[src/rtl/boot_cfg_pkg.sv]
package boot_cfg_pkg;

  // Read command understood by the serial EEPROM
  localparam logic [7:0] EE_READ_OP = 8'h03;

  typedef enum logic [1:0] {
    LD_IDLE   = 2'd0,  // waiting for a falling serial clock edge
    LD_XFER   = 2'd1,  // command, address and data bits
    LD_FINISH = 2'd2,  // last byte written, release select
    LD_DONE   = 2'd3   // stay here until reset
  } ld_state_t;

endpackage

[src/rtl/sclk_gen.sv]
module sclk_gen #(
  parameter int SCLK_DIV = 4
) (
  input  logic clk,
  input  logic rst,
  output logic sclk,
  output logic rise_tick,
  output logic fall_tick
);

  localparam int HALF = SCLK_DIV / 2;
  localparam int CW   = (HALF > 1) ? $clog2(HALF) : 1;

  logic [CW-1:0] div_cnt;
  logic          half_end;

  assign half_end = (div_cnt == CW'(HALF - 1));

  always_ff @(posedge clk) begin
    if (rst) begin
      div_cnt <= '0;
      sclk    <= 1'b0;
    end else if (half_end) begin
      div_cnt <= '0;
      sclk    <= ~sclk;
    end else begin
      div_cnt <= div_cnt + 1'b1;
    end
  end

  // Each tick marks the system edge on which the serial clock changes
  assign rise_tick = half_end & ~sclk;
  assign fall_tick = half_end &  sclk;

endmodule

[src/rtl/boot_seq.sv]
module boot_seq
  import boot_cfg_pkg::*;
#(
  parameter int NUM_BYTES = 64,
  parameter int ADDR_W    = 8,
  parameter int PAGE_W    = 2,
  localparam int IDX_W    = $clog2(NUM_BYTES)
) (
  input  logic              clk,
  input  logic              rst,
  input  logic [PAGE_W-1:0] boot_page,
  input  logic              sclk,
  input  logic              rise_tick,
  input  logic              fall_tick,
  input  logic              miso,
  output logic              cs_n,
  output logic              mosi,
  output logic              reg_we,
  output logic [IDX_W-1:0]  reg_idx,
  output logic [7:0]        reg_data,
  output logic              done
);

  localparam int CMD_BITS   = 8 + ADDR_W;
  localparam int TOTAL_BITS = CMD_BITS + 8 * NUM_BYTES;
  localparam int CNT_W      = $clog2(TOTAL_BITS + 1);

  ld_state_t             state;
  logic [PAGE_W-1:0]     page_q;
  logic [ADDR_W-1:0]     base_addr;
  logic [CMD_BITS-1:0]   cmd_sr;
  logic [CMD_BITS-1:0]   cmd_word;
  logic [7:0]            rx_sr;
  logic [IDX_W-1:0]      byte_idx;
  logic [CNT_W-1:0]      rise_cnt;
  logic [CNT_W-1:0]      data_pos;
  logic                  in_data;
  logic                  byte_end;

  // Page offset: NUM_BYTES is a power of two, so a shift places the page
  assign base_addr = ADDR_W'(page_q) << IDX_W;
  assign cmd_word  = {EE_READ_OP, base_addr};
  assign in_data   = (rise_cnt >= CNT_W'(CMD_BITS));
  assign data_pos  = rise_cnt - CNT_W'(CMD_BITS);
  assign byte_end  = in_data && (data_pos[2:0] == 3'd7);

  // Page selector is captured while reset is held, frozen afterwards
  always_ff @(posedge clk) begin
    if (rst) page_q <= boot_page;
  end

  always_ff @(posedge clk) begin
    if (rst) begin
      state    <= LD_IDLE;
      cs_n     <= 1'b1;
      mosi     <= 1'b0;
      reg_we   <= 1'b0;
      reg_idx  <= '0;
      reg_data <= '0;
      done     <= 1'b0;
      cmd_sr   <= '0;
      rx_sr    <= '0;
      byte_idx <= '0;
      rise_cnt <= '0;
    end else begin
      reg_we <= 1'b0;
      unique case (state)
        LD_IDLE: begin
          if (fall_tick) begin
            cs_n     <= 1'b0;
            mosi     <= cmd_word[CMD_BITS-1];
            cmd_sr   <= cmd_word << 1;
            rise_cnt <= '0;
            byte_idx <= '0;
            state    <= LD_XFER;
          end
        end
        LD_XFER: begin
          if (rise_tick) begin
            rise_cnt <= rise_cnt + 1'b1;
            if (in_data) begin
              rx_sr <= {rx_sr[6:0], miso};
              if (byte_end) begin
                reg_we   <= 1'b1;
                reg_idx  <= byte_idx;
                reg_data <= {rx_sr[6:0], miso};
                byte_idx <= byte_idx + 1'b1;
              end
            end
            if (rise_cnt == CNT_W'(TOTAL_BITS - 1)) state <= LD_FINISH;
          end else if (fall_tick) begin
            if (in_data) begin
              mosi <= 1'b0;
            end else begin
              mosi   <= cmd_sr[CMD_BITS-1];
              cmd_sr <= cmd_sr << 1;
            end
          end
        end
        LD_FINISH: begin
          done <= 1'b1;
          if (fall_tick) begin
            cs_n  <= 1'b1;
            state <= LD_DONE;
          end
        end
        LD_DONE: begin
          done <= 1'b1;
        end
        default: state <= LD_IDLE;
      endcase
    end
  end

  // Select changes only while the serial clock is low
  assert_cs_edge_low_sclk_R3: assert property (@(posedge clk) disable iff (rst)
    (!$stable(cs_n)) |-> !sclk);

  // Outgoing bits move only with a falling serial clock
  assert_mosi_on_fall_R4: assert property (@(posedge clk) disable iff (rst)
    (!$stable(mosi)) |-> $fell(sclk));

  // Captured page never moves during a transfer
  assert_page_frozen_R5: assert property (@(posedge clk) disable iff (rst)
    (!cs_n) |-> $stable(page_q));

  // Write strobe is a single-cycle pulse
  assert_we_single_R7: assert property (@(posedge clk) disable iff (rst)
    reg_we |=> !reg_we);

  // Done is sticky until reset
  assert_done_sticky_R8: assert property (@(posedge clk) disable iff (rst)
    done |=> done);

  // Nothing further happens on the write port or select after done
  assert_quiet_after_done_R8: assert property (@(posedge clk) disable iff (rst)
    done |-> (!reg_we && !$fell(cs_n)));

endmodule

[src/rtl/boot_cfg_loader.sv]
module boot_cfg_loader #(
  parameter int SCLK_DIV  = 4,
  parameter int NUM_BYTES = 64,
  parameter int ADDR_W    = 8,
  parameter int PAGE_W    = 2
) (
  input  logic                         clk,
  input  logic                         rst,
  input  logic [PAGE_W-1:0]            boot_page,
  input  logic                         spi_miso,
  output logic                         spi_cs_n,
  output logic                         spi_sclk,
  output logic                         spi_mosi,
  output logic                         cfg_we,
  output logic [$clog2(NUM_BYTES)-1:0] cfg_idx,
  output logic [7:0]                   cfg_data,
  output logic                         boot_done
);

  logic sclk_i;
  logic rise_tick;
  logic fall_tick;

  sclk_gen #(
    .SCLK_DIV (SCLK_DIV)
  ) u_sclk (
    .clk       (clk),
    .rst       (rst),
    .sclk      (sclk_i),
    .rise_tick (rise_tick),
    .fall_tick (fall_tick)
  );

  boot_seq #(
    .NUM_BYTES (NUM_BYTES),
    .ADDR_W    (ADDR_W),
    .PAGE_W    (PAGE_W)
  ) u_seq (
    .clk       (clk),
    .rst       (rst),
    .boot_page (boot_page),
    .sclk      (sclk_i),
    .rise_tick (rise_tick),
    .fall_tick (fall_tick),
    .miso      (spi_miso),
    .cs_n      (spi_cs_n),
    .mosi      (spi_mosi),
    .reg_we    (cfg_we),
    .reg_idx   (cfg_idx),
    .reg_data  (cfg_data),
    .done      (boot_done)
  );

  assign spi_sclk = sclk_i;

endmodule

[config.mk]
export PLATFORM = sky130hd
export DESIGN_NAME = boot_cfg_loader
export DESIGN_NICKNAME = d
export VERILOG_FILES = /design/src/rtl/boot_cfg_pkg.sv /design/src/rtl/sclk_gen.sv /design/src/rtl/boot_seq.sv /design/src/rtl/boot_cfg_loader.sv
export SDC_FILE = /design/constraint.sdc
export NUM_CORES = 1
export LEC_CHECK = 0
export ABC_AREA = 1
export CORE_MARGIN = 2
export CORE_UTILIZATION = 45
export CTS_CLUSTER_DIAMETER = 200
export DETAILED_ROUTE_END_ITERATION = 16
export DONT_BUFFER_PORTS = 1
export SETUP_SLACK_MARGIN = 0.05
export SLEW_MARGIN = 10
export SYNTH_ARGS = -nofsm -noshare
export SYNTH_HDL_FRONTEND = slang
export SYNTH_HIERARCHICAL = 1
export SYNTH_SLANG_ARGS = --single-unit
export TNS_END_PERCENT = 10
[constraint.sdc]
create_clock -name clk -period 1.95 [get_ports clk]
set_input_delay 0.39 -clock clk [delete_from_list [all_inputs] [get_ports clk]]
set_output_delay 0.39 -clock clk [all_outputs]
set_load 0.05 [all_outputs]
Word-level counts from Yosys, hierarchy flattened. Index checks and enable logic that the tools add are counted.

Register bits after elaboration: 63. Input bits: 5. Output and inout bits: 19.

Add/subtract/negate cells: 4. Magnitude comparators: 1. Equality and inequality tests: 14. Muxes and demuxes: 26. Bitwise operators: 6. Reduce and logical (&&, ||, !) cells: 16.

Operators with widths (count): 16-bit two-way mux (4); 16-bit one-hot mux with 2 select lines (1); 6-bit two-way mux (4); 10-bit two-way mux (2); 10-bit one-hot mux with 2 select lines (1); 5-bit AND reduction (3); 2-bit != test (second input constant) (6); 6-bit one-hot mux with 2 select lines (1); 10-bit by 1-bit adder with 10-bit output (second input constant) (1); 10-bit equality test (second input constant) (1); 10-bit by 5-bit greater-or-equal comparator with 1-bit output (second input constant) (1); 3-bit AND reduction (3); 2-bit two-way mux (4); 4-bit AND reduction (2); 6-bit by 1-bit adder with 6-bit output (second input constant) (1); 1-bit two-way mux (6); 2-bit by 1-bit != test with 1-bit output (second input constant) (3); 2-bit one-hot mux with 3 select lines (1); 2-bit equality test (second input constant) (2); 1-bit NOT (4); 1-bit one-hot mux with 2 select lines (2); 2-bit nonzero test (2); 2-bit OR reduction (2); 4-bit OR reduction (1); 8 further kinds (9).

Logic depth before layout (Yosys ltp).
Word-level depth: 7. Mapped depth: 12. Depth with buffers taken out: 11.

Hierarchy. Netlist, hierarchy kept.

By module, submodules not included: boot_seq (instances 1, cells an instance 326, area an instance 2513.7 um2); sclk_gen (instances 1, cells an instance 11, area an instance 76.3 um2).

Worst setup path after synthesis. OpenSTA, ideal clock, no wires.

Path type: flip-flop to flip-flop. Start point: register u_sclk.sclk. End point: register u_seq.state[0]. Arrival time: 1560 ps. Required time: 1835 ps. Path slack: 275 ps. Stages on the path, launching flop included: 10. Path buffers: 0. Cells stage by stage: dfxtp_1 -> nand2_1 -> inv_1 -> nor2_4 -> inv_4 -> nand2_1 -> nor3_2 -> nand3_1 -> nand2_1 -> nor2_1.

Elaborated cells on any way between the ends: 7. Those cells by class: eq/ne (3); bitwise (3); reduce/logical (1).

RTL lines: start, declared (line sclk_gen.sv:6) `output logic sclk,`; start signal, assigned (line sclk_gen.sv:25) `sclk <= ~sclk;`; 1-bit bitwise AND * (line sclk_gen.sv:33) `assign fall_tick = half_end & sclk;`; net fall_tick (line boot_cfg_loader.sv:22) `logic fall_tick;`; 2-bit != test (no source line); 5-bit AND reduction (no source line) *; end signal, assigned (line boot_seq.sv:54) `state <= LD_IDLE;`; end signal, assigned (line boot_seq.sv:75) `state <= LD_XFER;`; end signal, assigned (line boot_seq.sv:90) `if (rise_cnt == CNT_W'(TOTAL_BITS - 1)) state <= LD_FINISH;`; end, declared (line boot_seq.sv:28) `ld_state_t state;`.

Mark *: on every way through the listed nets, which the timed path passes. The rest lies on a longest branch. A chain may end at the register's enable or synchronous reset.

Worst setup path after layout.
Start point: register u_seq.state[0]. End point: register u_seq.state[0].

Cells in the longest elaborated chain, start to end: 3. Elaborated cells on any way between the ends: 10. Those cells by class: eq/ne (6); mux (1); reduce/logical (3).

Ends and longest elaborated chain: 2-bit by 1-bit equality test with 1-bit output, or another cell as far along (line boot_seq.sv:67) `unique case (state)`; 2-bit by 1-bit != test with 1-bit output (no source line), or another cell as far along; 5-bit AND reduction (no source line).

Parallel ways exist; a longest one is shown, timed or not.

==> results by group <==
Run status
  – Outcome: finished, final reports clean

Place
  – Placed Cells: between 400 and 500
  – IO Port Bufs: 0
  – Gpl congestion: 0.837
  – Dpl hpwl: ~3500 microns

Drt
  – Vias per cell: 5.04
  – Vias: a little over 2000
  – 1st-pass router iterations: 6
  – DR DRC count: 0
  – Post-DR wirelength/cell: 11.9 microns
  – Antenna Nets Post-Route: 0
  – Drt initial violations: between 80 and 90
  – Total wire length: 4890 microns

STA
  – Pins Over Slew Limit: 0
  – Max-Slew Margin vs Limit: between 60% and 70%
  – Final period util: 90.0%
  – Fin crit period: 1.76 ns
  – Fmax: 0.570 GHz
  – RSZ-0062 raised after global routing: false
  – Setup_tns: 0 ns
  – Worst-Margin Slew: between 0.5 and 0.6 ns
  – Setup violations, final: 0
  – Final hold violations: 0
  – Worst Clk Skew: around 0.012 ns

Power and ir drop
  – Combinational power share: 23.3%
  – Share of power burned in registers: just over 50%
  – Peak VDD IR: 552 uV
  – Pleak: approximately 0.0011 uW
  – Power per cell area: approximately 900 mW/mm^2
  – Switching Share: 34.7%
  – Pint: around 1700 uW
  – Psw: roughly 880 uW
  – Clock Power Share: 26.0%

Synthesis
  – Simple-gate area share of the yosys netlist: 33.5%
  – Synth Area in Compound Gates: 10.8%
  – Seq cells post-synth: 56
  – Yosys cell types: 31
  – Ys flop type: dfxtp_1
  – Syn Nets: 351
  – Largest family of logic cells by synthesized area: simple AND/OR/NAND/NOR gates
  – Count of flip-flops with a built-in enable after synthesis: 2
  – Post-Syn Area: 0.00259 sq mm
  – YS warnings: 6
  – Synth top area share: 41.7%
  – Post-Synth Adder-Cell Area: 4.35%
  – Mux cell area share after synthesis: 0%
  – Synthesized instance count: about 340
  – Synth Area in XOR/XNOR: 0.338%
  – Seq/Total Area, Yosys: 44.1%
  – Commonest cells in the netlist: 75 x nand2_1, 54 x dfxtp_1, 38 x a21oi_1, 35 x nand3_1, 28 x nor2_1
  – Area leader, netlist: dfxtp_1
  – Synth area leaders: dfxtp_1 42%, nand2_1 11%, a21oi_1 7.3%
  – Async S/R FF share, synth: 0%
  – Count leader, synth: nand2_1
  – Syn_area_per_cell: 7.69 sq um

Setup path
  – Worst setup EP type: flop
  – Reg-to-reg critical path startpoint: u_seq/state[0]
  – Worst path required time: ~2.2 ns
  – R2R Path End: u_seq/state[0]
  – Startpoint types: flop
  – Kind of critical path: flop to flop
  – Largest fanout on the critical path: 8
  – Worst reg2reg setup slack: 0.19 ns
  – WP data arrival: slightly below 2 ns
  – Register-to-Register Path Depth: 10

Global routing
  – Largest net degree at the start of global routing: 36
  – Gr usage total: 16.7%
  – GRT overflow: 0
  – Antenna violations before repair: 0
  – First-pass GRT wire length: 8580 microns
  – Vias in the first global route: 1938

Floorplan
  – Die ar.: 0.00638 sq mm
  – Initial Utilization: 46.7%
  – Core box area: 0.00554 sq mm
  – Height of the die: about 80 microns
  – # IOs: 24
  – Die width: approximately 80 microns
  – FP Rows: 27

Layout
  – # diodes: 0
  – Fill cell count: 566
  – Nets@finish: about 350
  – Post-Layout Cell Count: between 400 and 500
  – Layout cells sized above 1: 13.5%
  – Area Growth Syn to Fin: 6.86%

Min path
  – Hold Path Depth: 1
  – Worst Min Path Start: rst
  – Hold EP: u_sclk/div_cnt
  – Hold WC Path Type: primary input to flop

Clock tree
  – CTS tree: done
  – Htree depth: 2
  – Reg clk slew, reported paths: ~0.10 ns
  – CTS buffer count: 5
  – Clock sink count: 56
  – CTS Root Cell: clkbuf_8
  – Cts-stage hold buffer count: 0
  – Clock latency at the later pin of the worst-skew pair: about 0.31 ns
  – Clock Tree Buf Depth: 2

Job
  – Maxcap violations: 0
==> metrics by stage <==
| stage | hold slack [ns] | setup WS, ns | utilization [%] | power (uW) | cell area [sq um] |
|---|---|---|---|---|---|
| 2_1_floorplan | 0.426 | 0.275 | - | 1800 | 2590 |
| 3_3_place_gp | 0.439 | 0.200 | 48.0 | 1890 | 2660 |
| 3_5_place_dp | 0.448 | 0.121 | 48.0 | 1890 | 2660 |
| 4_1_cts | 0.123 | 0.0959 | 49.7 | 2560 | 2760 |
| 5_1_grt | 0.108 | 0.0728 | 50.0 | 2700 | 2770 |
| 6_report | 0.140 | 0.194 | 50.0 | 2540 | 2770 |
==> critical path: stages (launching register included) <==
cell and delay, ns:
dfxtp_1 0.47, inv_1 0.10, ha_1 0.24, inv_2 0.12, nor2_4 0.07, inv_4 0.12, nand2_1 0.07, nor3_2 0.24
nand3_1 0.12, nand2_1 0.07, nor2_1 0.04
==> routing by layer <==
metal  vias up  global-route usage (%)  share of wire, %  wire length (microns)
met5         -                       0                 0                      0
met4         0                    4.24               1.0                     51
met3         4                    3.39               3.3                    163
met2        28                    26.0                44                   2130
met1       941                    23.5                52                   2550
li1       1105                       -                 -                      -
==> state kept, by name, indices dropped and copies added, names as in the netlist <==
register / count
u_sclk/sclk: 1
u_seq/reg_we: 1
u_sclk/div_cnt: 1
u_seq/done: 1
u_seq/state: 2
u_seq/cs_n: 1
u_seq/page_q: 2
u_seq/rx_sr: 7
u_seq/reg_data: 8
u_seq/cmd_sr: 9
u_seq/mosi: 1
u_seq/reg_idx: 6
u_seq/rise_cnt: 10
u_seq/byte_idx: 6
==> worst max path at each step <==
stage              startpoint                 to  slack [ns]  cells past startpoint
2_1_floorplan     u_sclk/sclk     u_seq/state[0]        0.27                      9
3_3_place_gp   u_seq/state[1]  u_seq/reg_data[2]        0.20                     10
4_1_cts        u_seq/state[1]    u_seq/cmd_sr[7]         0.1                      9
5_1_grt        u_seq/state[0]     u_seq/state[0]        0.07                     10
6_report       u_seq/state[0]     u_seq/state[0]        0.19                     10
3_5_place_dp   u_seq/state[1]    u_seq/cmd_sr[7]        0.12                      9
==> final cells by class <==
cell class                      instances  area (sq um)  share of cell area [%]
Multi-Input combinational cell        239          1280                    46.2
Sequential cell                        56          1140                    41.2
Inverter                               33           131                    4.75
Tap cell                               72          90.1                    3.25
Clock buffer                            5          68.8                    2.49
Timing Repair Buffer                    4          30.0                    1.08
Clock inverter                          3          26.3                   0.949
==> cell usage in the layout (no fill, tap or decap), types with 3 or more instances in the layout <==
cell type | Yosys | final
nand2_1 | 75 | 75
dfxtp_1 | 54 | 54
a21oi_1 | 38 | 38
nand3_1 | 35 | 35
nor2_1 | 28 | 28
inv_1 | 23 | 23
o21ai_0 | 8 | 8
ha_1 | 9 | 8
inv_2 | 7 | 7
nand4_1 | 7 | 7
nor2_2 | 6 | 6
nand2_2 | 6 | 6
clkbuf_8 | 0 | 5
o21ai_1 | 5 | 5
buf_4 | 2 | 4
nand2_4 | 4 | 4
nor3_1 | 4 | 4
inv_4 | 3 | 3
nand3b_1 | 3 | 3
==> power groups by stage <==
stage	clock [uW]	sequential (uW)	combinational [uW]
after floorplan	0	1310	491
after global placement	0	1310	580
after detailed placement	0	1310	581
after CTS	687	1280	584
after global routing	734	1300	667
final	661	1290	592
==> kinds of logic after synthesis <==
family,count (synthesis)
buffers and inverters,42
adder cells (fa/ha/maj),9
flip-flops,56
AO/OA/AOI/OAI,53
XOR/XNOR,1
AND/OR/NAND/NOR,176
==> what timing repair did <==
| item | in CTS | in global routing |
|---|---|---|
| resized for setup | 0 | 2 |
| buffers inserted | 0 | 0 |
| setup endpoints to repair | 0 | 21 |
Note: power is estimated with default switching activity, not from simulation.
